`src/rtl/prio_updater_pkg.sv`:
```
package prio_updater_pkg;

    typedef enum logic [2:0] {
        SCH_IDLE  = 3'd0,
        SCH_GROW  = 3'd1,
        SCH_MOVE  = 3'd2,
        SCH_DRAIN = 3'd3,
        SCH_BOTH  = 3'd4
    } sched_e;

    typedef struct packed {
        logic grow;
        logic move;
        logic drain;
    } fire_t;

endpackage

```
`src/rtl/prio_sched.sv`:
```
module prio_sched
    import prio_updater_pkg::*;
(
    input  logic   cond_grow,
    input  logic   cond_move,
    input  logic   cond_drain,
    output sched_e sched,
    output fire_t  fire
);

    always_comb begin
        if (cond_drain)
            sched = cond_grow ? SCH_BOTH : SCH_DRAIN;
        else if (cond_move)
            sched = SCH_MOVE;
        else if (cond_grow)
            sched = SCH_GROW;
        else
            sched = SCH_IDLE;
    end

    always_comb begin
        fire = '0;
        unique case (sched)
            SCH_IDLE:  fire = '0;
            SCH_GROW:  fire.grow = 1'b1;
            SCH_MOVE:  fire.move = 1'b1;
            SCH_DRAIN: fire.drain = 1'b1;
            SCH_BOTH: begin
                fire.grow  = 1'b1;
                fire.drain = 1'b1;
            end
            default:   fire = '0;
        endcase
    end

    // move and grow never granted together
    always_comb begin
        a_r6_move_excl: assert (!(fire.move && (fire.grow || fire.drain)));
    end

endmodule

```
`src/rtl/prio_counter.sv`:
```
module prio_counter #(
    parameter int WIDTH = 16
) (
    input  logic             clk,
    input  logic             rst_n,
    input  logic             up,
    input  logic             down,
    output logic [WIDTH-1:0] value
);

    logic [WIDTH-1:0] value_q;

    always_ff @(posedge clk) begin
        if (!rst_n)
            value_q <= '0;
        else begin
            unique case ({up, down})
                2'b10:   value_q <= value_q + WIDTH'(1);
                2'b01:   value_q <= value_q - WIDTH'(1);
                default: value_q <= value_q;
            endcase
        end
    end

    assign value = value_q;

    // a single writer per counter per cycle
    a_r4_single_writer: assert property (@(posedge clk) disable iff (!rst_n)
        !(up && down));

    // step of exactly one, modulo 2**WIDTH
    a_r9_wrap_up: assert property (@(posedge clk) disable iff (!rst_n)
        up && !down |=> value == $past(value) + WIDTH'(1));

    a_r9_wrap_down: assert property (@(posedge clk) disable iff (!rst_n)
        down && !up |=> value == $past(value) - WIDTH'(1));

endmodule

```
`src/rtl/prio_updater.sv`:
```
module prio_updater
    import prio_updater_pkg::*;
#(
    parameter int WIDTH = 16
) (
    input  logic             clk,
    input  logic             rst_n,
    input  logic             cond_grow,
    input  logic             cond_move,
    input  logic             cond_drain,
    output logic [WIDTH-1:0] src_count,
    output logic [WIDTH-1:0] snk_count,
    output logic             grow_fired,
    output logic             move_fired,
    output logic             drain_fired
);

    sched_e sched;
    fire_t  fire;
    fire_t  fired_q;

    prio_sched u_sched (
        .cond_grow  (cond_grow),
        .cond_move  (cond_move),
        .cond_drain (cond_drain),
        .sched      (sched),
        .fire       (fire)
    );

    prio_counter #(.WIDTH(WIDTH)) u_src (
        .clk   (clk),
        .rst_n (rst_n),
        .up    (fire.grow),
        .down  (fire.move),
        .value (src_count)
    );

    prio_counter #(.WIDTH(WIDTH)) u_snk (
        .clk   (clk),
        .rst_n (rst_n),
        .up    (fire.move),
        .down  (fire.drain),
        .value (snk_count)
    );

    always_ff @(posedge clk) begin
        if (!rst_n)
            fired_q <= '0;
        else
            fired_q <= fire;
    end

    assign grow_fired  = fired_q.grow;
    assign move_fired  = fired_q.move;
    assign drain_fired = fired_q.drain;

    // both halves of a move land at the same edge
    a_r4_atomic_move: assert property (@(posedge clk) disable iff (!rst_n)
        $past(rst_n) && move_fired |->
            src_count == $past(src_count) - WIDTH'(1) &&
            snk_count == $past(snk_count) + WIDTH'(1));

    // move excludes the other strobes
    a_r6_move_alone: assert property (@(posedge clk) disable iff (!rst_n)
        move_fired |-> !grow_fired && !drain_fired);

    // drain wins over move
    a_r5_drain_over_move: assert property (@(posedge clk) disable iff (!rst_n)
        cond_drain |=> !move_fired && drain_fired);

    // counters hold without a firing process
    a_r8_hold: assert property (@(posedge clk) disable iff (!rst_n)
        $past(rst_n) && !grow_fired && !move_fired && !drain_fired |->
            $stable(src_count) && $stable(snk_count));

    // grow and drain together
    a_r7_pair: assert property (@(posedge clk) disable iff (!rst_n)
        $past(rst_n) && grow_fired && drain_fired |->
            src_count == $past(src_count) + WIDTH'(1) &&
            snk_count == $past(snk_count) - WIDTH'(1));

endmodule

```
`config.mk`:
```
export PLATFORM = sky130hd
export DESIGN_NAME = prio_updater
export DESIGN_NICKNAME = d
export VERILOG_FILES = /design/src/rtl/prio_updater_pkg.sv /design/src/rtl/prio_sched.sv /design/src/rtl/prio_counter.sv /design/src/rtl/prio_updater.sv
export SDC_FILE = /design/constraint.sdc
export NUM_CORES = 1
export LEC_CHECK = 0
export BUFFER_PORTS_ARGS = -buffer_cell sky130_fd_sc_hd__buf_2
export CELL_PAD_IN_SITES_DETAIL_PLACEMENT = 1
export CELL_PAD_IN_SITES_GLOBAL_PLACEMENT = 1
export CORE_ASPECT_RATIO = 0.7
export CORE_MARGIN = 3
export CORE_UTILIZATION = 39
export DETAILED_ROUTE_END_ITERATION = 16
export PLACE_DENSITY_LB_ADDON = 0.08
export SETUP_SLACK_MARGIN = 0.02
export SLEW_MARGIN = 20
export SYNTH_ARGS = -nofsm -noshare
export SYNTH_HDL_FRONTEND = slang
export SYNTH_SLANG_ARGS = --single-unit
```
`constraint.sdc`:
```
create_clock -name clk -period 2.82 [get_ports clk]
set_input_delay 0.282 -clock clk [delete_from_list [all_inputs] [get_ports clk]]
set_output_delay 0.282 -clock clk [all_outputs]
set_load 0.01 [all_outputs]
```
==> metrics.txt, run 1 <==
worst skew pair latency=0.29 ns; top cells by count, synth=35 x dfxtp_1, 30 x ha_1, 29 x nand2_1; initial antenna violation count=0; slew margin rel.=48.9%; Fin. Hold Viols=0; Crit Path Class=in -> reg; Setup Fix Bufs, Post-CTS=0; Vias/cell=5.41; aggregate global-route resource usage=19.4%; Clock Path Buffers=2; antenna-violating nets left=0; Post-Syn Instances=321; vias in the first global route=2521; Buffers on Ports=39; startpoint type of the worst setup path=input port; post-CTS sizing=0; transition time of the tightest slew-check pin=0.766 ns; LEAKAGE=0.00151 uW; Hold Buf Count CTS=0; most instantiated library cell after synthesis=dfxtp_1; Synth cell types=54; Yosys Warn Count=0; io pins=40; CP endpoint kind=flip-flop; total power=1700 uW; Min Hold Slack=0.249 ns; DRT iter0 DRCs=76; #FFs+latches synth=35; Post-synth EDFFs=0; die area=0.00784 sq mm; Post-Route Skew=0.00376 ns; # DRC=0; # Max-Cap Violations=0; die height=75.0 um; syn avg cell area=8.26 sq um; Core ar.=0.00640 sq mm; fin nets=416; Req. time, crit path=3.05 ns; first-pass GRT wire length=12200 um; die extent in x=105 um; Yosys top cell area share=26.4%; via count=2547; Initial Util=41.5%; router iterations before antenna repair=4; Most used DFF post-synth=dfxtp_1; Final Slew Violations=0; syn_nets=358; maximum vdd drop=0.202 mV; Final GP Congestion=0.859; Final setup viols=0; area leader, netlist=dfxtp_1; Max Fclk=0.376 GHz; largest net degree at the start of global routing=47; Final min period=2.66 ns; CP Max Fanout=14; H-tree levels=2; status=finished, final reports clean; CTS tree=done; DP Wirelength=5570 um; Tcrit/Tclk final=94.4%; n_diodes=0; clk sink count=35; Final Instance Area=0.00321 sq mm; Reg clk slew, reported paths=0.08 ns; Worst Path Arrival=2.89 ns; register area share after synthesis=26.4%; cell area after synthesis=0.00265 sq mm; Synth area leaders=dfxtp_1 26%, ha_1 14%, o21ai_0 5.1%; pwr/cell area=528 mW/mm^2; TritonCTS Buffers=5; DP Area=0.00311 sq mm; row count=24; Routed WL per cell=15.7 um; root buf cell=clkbuf_8; share of post-route cells with drive strength above 1=20.3%; TNS Setup=0 ns; Hold WC Path Type=in -> reg; RSZ-0062 raised after global routing=no; Total Routed Length=7390 um; grt total ovfl=0; post-synthesis async set-or-reset flop share=0%; area grow syn2layout=21.2%
## area by class of cell
class | instances | area, sq um
well taps | 91 | 114
repair buffers | 65 | 403
multi-input cells | 266 | 1870
flip-flops and latches | 35 | 701
fillers | 818 | 3180
clock buffers | 8 | 100
inverters | 6 | 22.5
## power by group
group / switching [uW] / internal (uW) / leakage, uW
Clock: 204 / 224 / 0.0000515
Combinational: 355 / 302 / 0.00117
Sequential: 56.7 / 555 / 0.000287
Total: 615 / 1080 / 0.00151
## state kept, by name, summed over array words and instances (netlist names)
signal and count:
u_src.value 16, move_fired 1, u_snk.value 16, grow_fired 1, drain_fired 1
## per-stage QoR
step	cells	worst slack [ns]	utilization, %
6_report	471	0.159	50.3
5_1_grt	471	0.0491	50.3
4_1_cts	471	0.223	50.3
3_5_place_dp	463	-0.0587	48.7
3_3_place_gp	463	-0.0165	48.7
2_1_floorplan	321	0.0463	-
## critical path, stage by stage
cell and delay, ns:
buf_2 0.11, nor2b_1 0.15, inv_1 0.09, ha_1 0.23, buf_12 0.16, buf_4 0.16
ha_1 0.30, a21oi_1 0.20, o21ai_0 0.18, mux2_2 0.26, nor2_1 0.03, a311oi_1 0.38
buf_4 0.19, mux2i_1 0.17
## kinds of logic (layout without fill, tap and decap cells)
| group | Yosys count | after routing | synth area share [%] |
|---|---|---|---|
| flip-flops | 35 | 35 | 26.4 |
| AND/OR/NAND/NOR | 114 | 114 | 22.3 |
| XOR/XNOR | 21 | 21 | 6.94 |
| AO/OA/AOI/OAI | 92 | 92 | 23.1 |
| multiplexers | 7 | 7 | 2.69 |
| buffers and inverters | 20 | 79 | 2.88 |
| adder cells (fa/ha/maj) | 32 | 32 | 15.7 |
## worst paths after layout
check,cells past startpoint,start,slack (ns),end
worst min-delay path,2,cond_grow,0.25,grow_fired
worst min register to register,2,u_snk.value[15],0.49,u_snk.value[15]
worst max register to register,7,u_src.value[0],0.54,u_src.value[14]
worst max-delay path,14,cond_drain,0.16,u_snk.value[15]
## routing by layer
layer | vias up | wire length, um | global-route usage, %
li1 | 1284 | - | -
met1 | 1207 | 3870 | 26.6
met2 | 49 | 3110 | 31.5
met3 | 7 | 343 | 4.03
met4 | 0 | 63 | 5.31
met5 | - | 0 | 0
## layout by cell type (no fill, tap or decap), drive strengths merged, types with 2 or more instances in the layout
master / n
and3: 5
o21ai: 28
nand4: 2
clkbuf: 8
o21bai: 4
nand2: 29
a31oi: 2
nor2: 14
mux2i: 6
and2: 18
nand3: 20
xor2: 8
a21oi: 20
o211ai: 4
o31ai: 5
ha: 30
dfxtp: 35
nand2b: 6
a311oi: 2
a21o: 8
nand3b: 3
buf: 65
nor2b: 6
nor3: 4
fa: 2
a211oi: 4
a41o: 2
inv: 6
xnor2: 13
(Power assumes the default switching activity.)
==> run 2, diff against run 1 <==
--- a/config.mk
+++ b/config.mk
@@ -14,2 +14,3 @@
 export DETAILED_ROUTE_END_ITERATION = 16
+export HOLD_SLACK_MARGIN = 0.06
 export PLACE_DENSITY_LB_ADDON = 0.08
==> constraint.sdc (replaced) <==
create_clock -name clk -period 2.82 [get_ports clk]
set_input_delay 0.141 -clock clk [delete_from_list [all_inputs] [get_ports clk]]
set_output_delay 0.141 -clock clk [all_outputs]
set_load 0.01 [all_outputs]
==> run 2 against run 1 <==
  * Utilization is 2.2 points lower
  * Critical path type unchanged
  * Sequential share of layout area up 0.99 points
  * Largest power group is now sequential cells
  * Global-route usage fell by 0.99 points
  * Critical endpoint is now u_src.value[14]
  * Design area down 4.4%
==> metrics.txt, run 2 (synthesis results as in run 1) <==
largest net degree at the start of global routing=47 (unchanged); Final Slew Violations=0 (unchanged); die height=75.0 um (unchanged); Routed WL per cell=15.4 um (-1.6%); TritonCTS Buffers=5 (unchanged); Final Instance Area=0.00307 sq mm (-4.4%); CP cell instances=buf_2 -> nor2b_1 -> inv_1 -> nand2_1 -> ha_1 -> buf_4 -> ha_1 -> buf_4 -> o21ai_0 -> o21ai_0 -> a41o_1 -> a21oi_2 -> mux2i_1 -> a31o_1; Final GP Congestion=0.838 (-2.4%); Clk pwr share=24.2% (-1.0 points); Core ar.=0.00640 sq mm (unchanged); CP endpoint kind=flip-flop; cell family with most CP delay=compound AO/OA/AOI/OAI gates; post-CTS sizing=0 (unchanged); # DRC=0 (unchanged); Crit Path Class=in -> reg; area grow syn2layout=16.0%; Sequential Power Share=38.1% (+2.0 points); row count=24 (unchanged); Switching Fraction=36.9% (+0.62 points); worst path buffer plus inverter count=4 (-1); worst slack, placed=-0.0139 ns (+0.0448 ns); Hold WC Path Type=in -> reg; grt total ovfl=0 (unchanged); vias in the first global route=2382 (-5.5%); Initial Util=41.5% (unchanged); Hold Buf Count CTS=0 (unchanged); io pins=40 (unchanged); RSZ-0062 raised after global routing=no; DP Wirelength=5250 um (-5.7%); Req. time, crit path=3.00 ns (-0.05 ns); via count=2433 (-4.5%); Post-Route Skew=0.00428 ns (+0.000520 ns); Clock Path Buffers=2 (unchanged); Buffers on Ports=39 (unchanged); CP max-delay cell=ha_1; first-pass GRT wire length=11800 um (-3.6%); CP Max Fanout=11 (-3); LEAKAGE=0.00142 uW (-5.8%); share of post-route cells with drive strength above 1=16.6% (-3.7 points); Tcrit/Tclk final=89.7% (-4.6 points); DP Area=0.00299 sq mm (-4.1%); worst skew pair latency=0.29 ns (about the same); cell-internal power=1010 uW (-6.3%); status=finished, final reports clean; # Max-Cap Violations=0 (unchanged); Total Routed Length=7000 um (-5.3%); slew margin rel.=47.9% (-0.97 points); clk sink count=35 (unchanged); Reg clk slew, reported paths=0.08 ns (about the same); most common cell after layout, fill and taps aside=buf_2; pwr/cell area=522 mW/mm^2 (-1.0%); TNS Setup=0 ns (unchanged); die extent in x=105 um (unchanged); most frequent cells in the layout=39 x buf_2, 35 x dfxtp_1, 30 x ha_1, 29 x nand2_1, 27 x o21ai_0; Max Fclk=0.395 GHz (+5.2%); Fin. Hold Viols=0 (unchanged); CTS tree=done; Worst Path Arrival=2.71 ns (-0.18 ns); power share of the combinational group=37.7% (-1.0 points); router iterations before antenna repair=4 (unchanged); net switching power=592 uW (-3.7%); n_diodes=0 (unchanged); Setup Fix Bufs, Post-CTS=0 (unchanged); startpoint type of the worst setup path=input port; Final setup viols=0 (unchanged); initial antenna violation count=0 (unchanged); die area=0.00784 sq mm (unchanged); Final min period=2.53 ns (-0.131 ns); antenna-violating nets left=0 (unchanged); DRT iter0 DRCs=72 (-5.3%); H-tree levels=2 (unchanged); Non-Filler Instances=453 (-3.8%); maximum vdd drop=0.221 mV (+9.4%); setup ws final=0.290 ns (+0.131 ns); Vias/cell=5.37 (-0.68%); dpl cells=446 (-3.7%); fin nets=399 (-4.1%); Worst path max stage delay=0.31 ns (-0.07 ns); root buf cell=clkbuf_8; transition time of the tightest slew-check pin=0.781 ns (+0.0146 ns); aggregate global-route resource usage=18.4% (-0.99 points)
## run 2: worst paths after layout
kind | startpoint | endpoint | slack [ns] | cells past startpoint
setup / recovery | cond_drain | u_src.value[14] | 0.29 | 14
hold / removal | cond_drain | drain_fired | 0.09 | 2
setup reg to reg | u_src.value[0] | u_src.value[8] | 0.50 | 7
hold reg to reg | u_snk.value[15] | u_snk.value[15] | 0.49 | 2
## run 2: stage by stage
stage                     hold slack, ns  utilization, %  power [uW]
after floorplan                    0.263               -        1040
after global placement             0.387            46.7        1210
after detailed placement           0.381            46.7        1230
after CTS                         0.0818            48.1        1630
after global routing              0.0992            48.1        1740
final                             0.0903            48.1        1610
## run 2: final cells by class
type	count	area (sq um)
Multi-Input combinational cell	266	1870
Sequential cell	35	701
Clock inverter	1	5.00
Clock buffer	6	82.6
Timing Repair Buffer	48	275
Fill cell	793	3320
Tap cell	91	114
Inverter	6	22.5
## run 2: per-layer routing
metal | global-route usage [%] | vias to the layer above | wire (um)
met2 | 28.9 | 36 | 2830
met3 | 3.94 | 2 | 261
met4 | 3.10 | 0 | 25
met5 | 0 | - | 0
li1 | - | 1253 | -
met1 | 26.5 | 1142 | 3880
## run 2: power groups by stage
| stage | combinational (uW) | sequential [uW] | clock [uW] |
|---|---|---|---|
| 2_1_floorplan | 401 | 642 | 0 |
| 3_3_place_gp | 589 | 622 | 0 |
| 3_5_place_dp | 604 | 626 | 0 |
| 4_1_cts | 608 | 615 | 403 |
| 5_1_grt | 684 | 624 | 428 |
| 6_report | 604 | 612 | 389 |
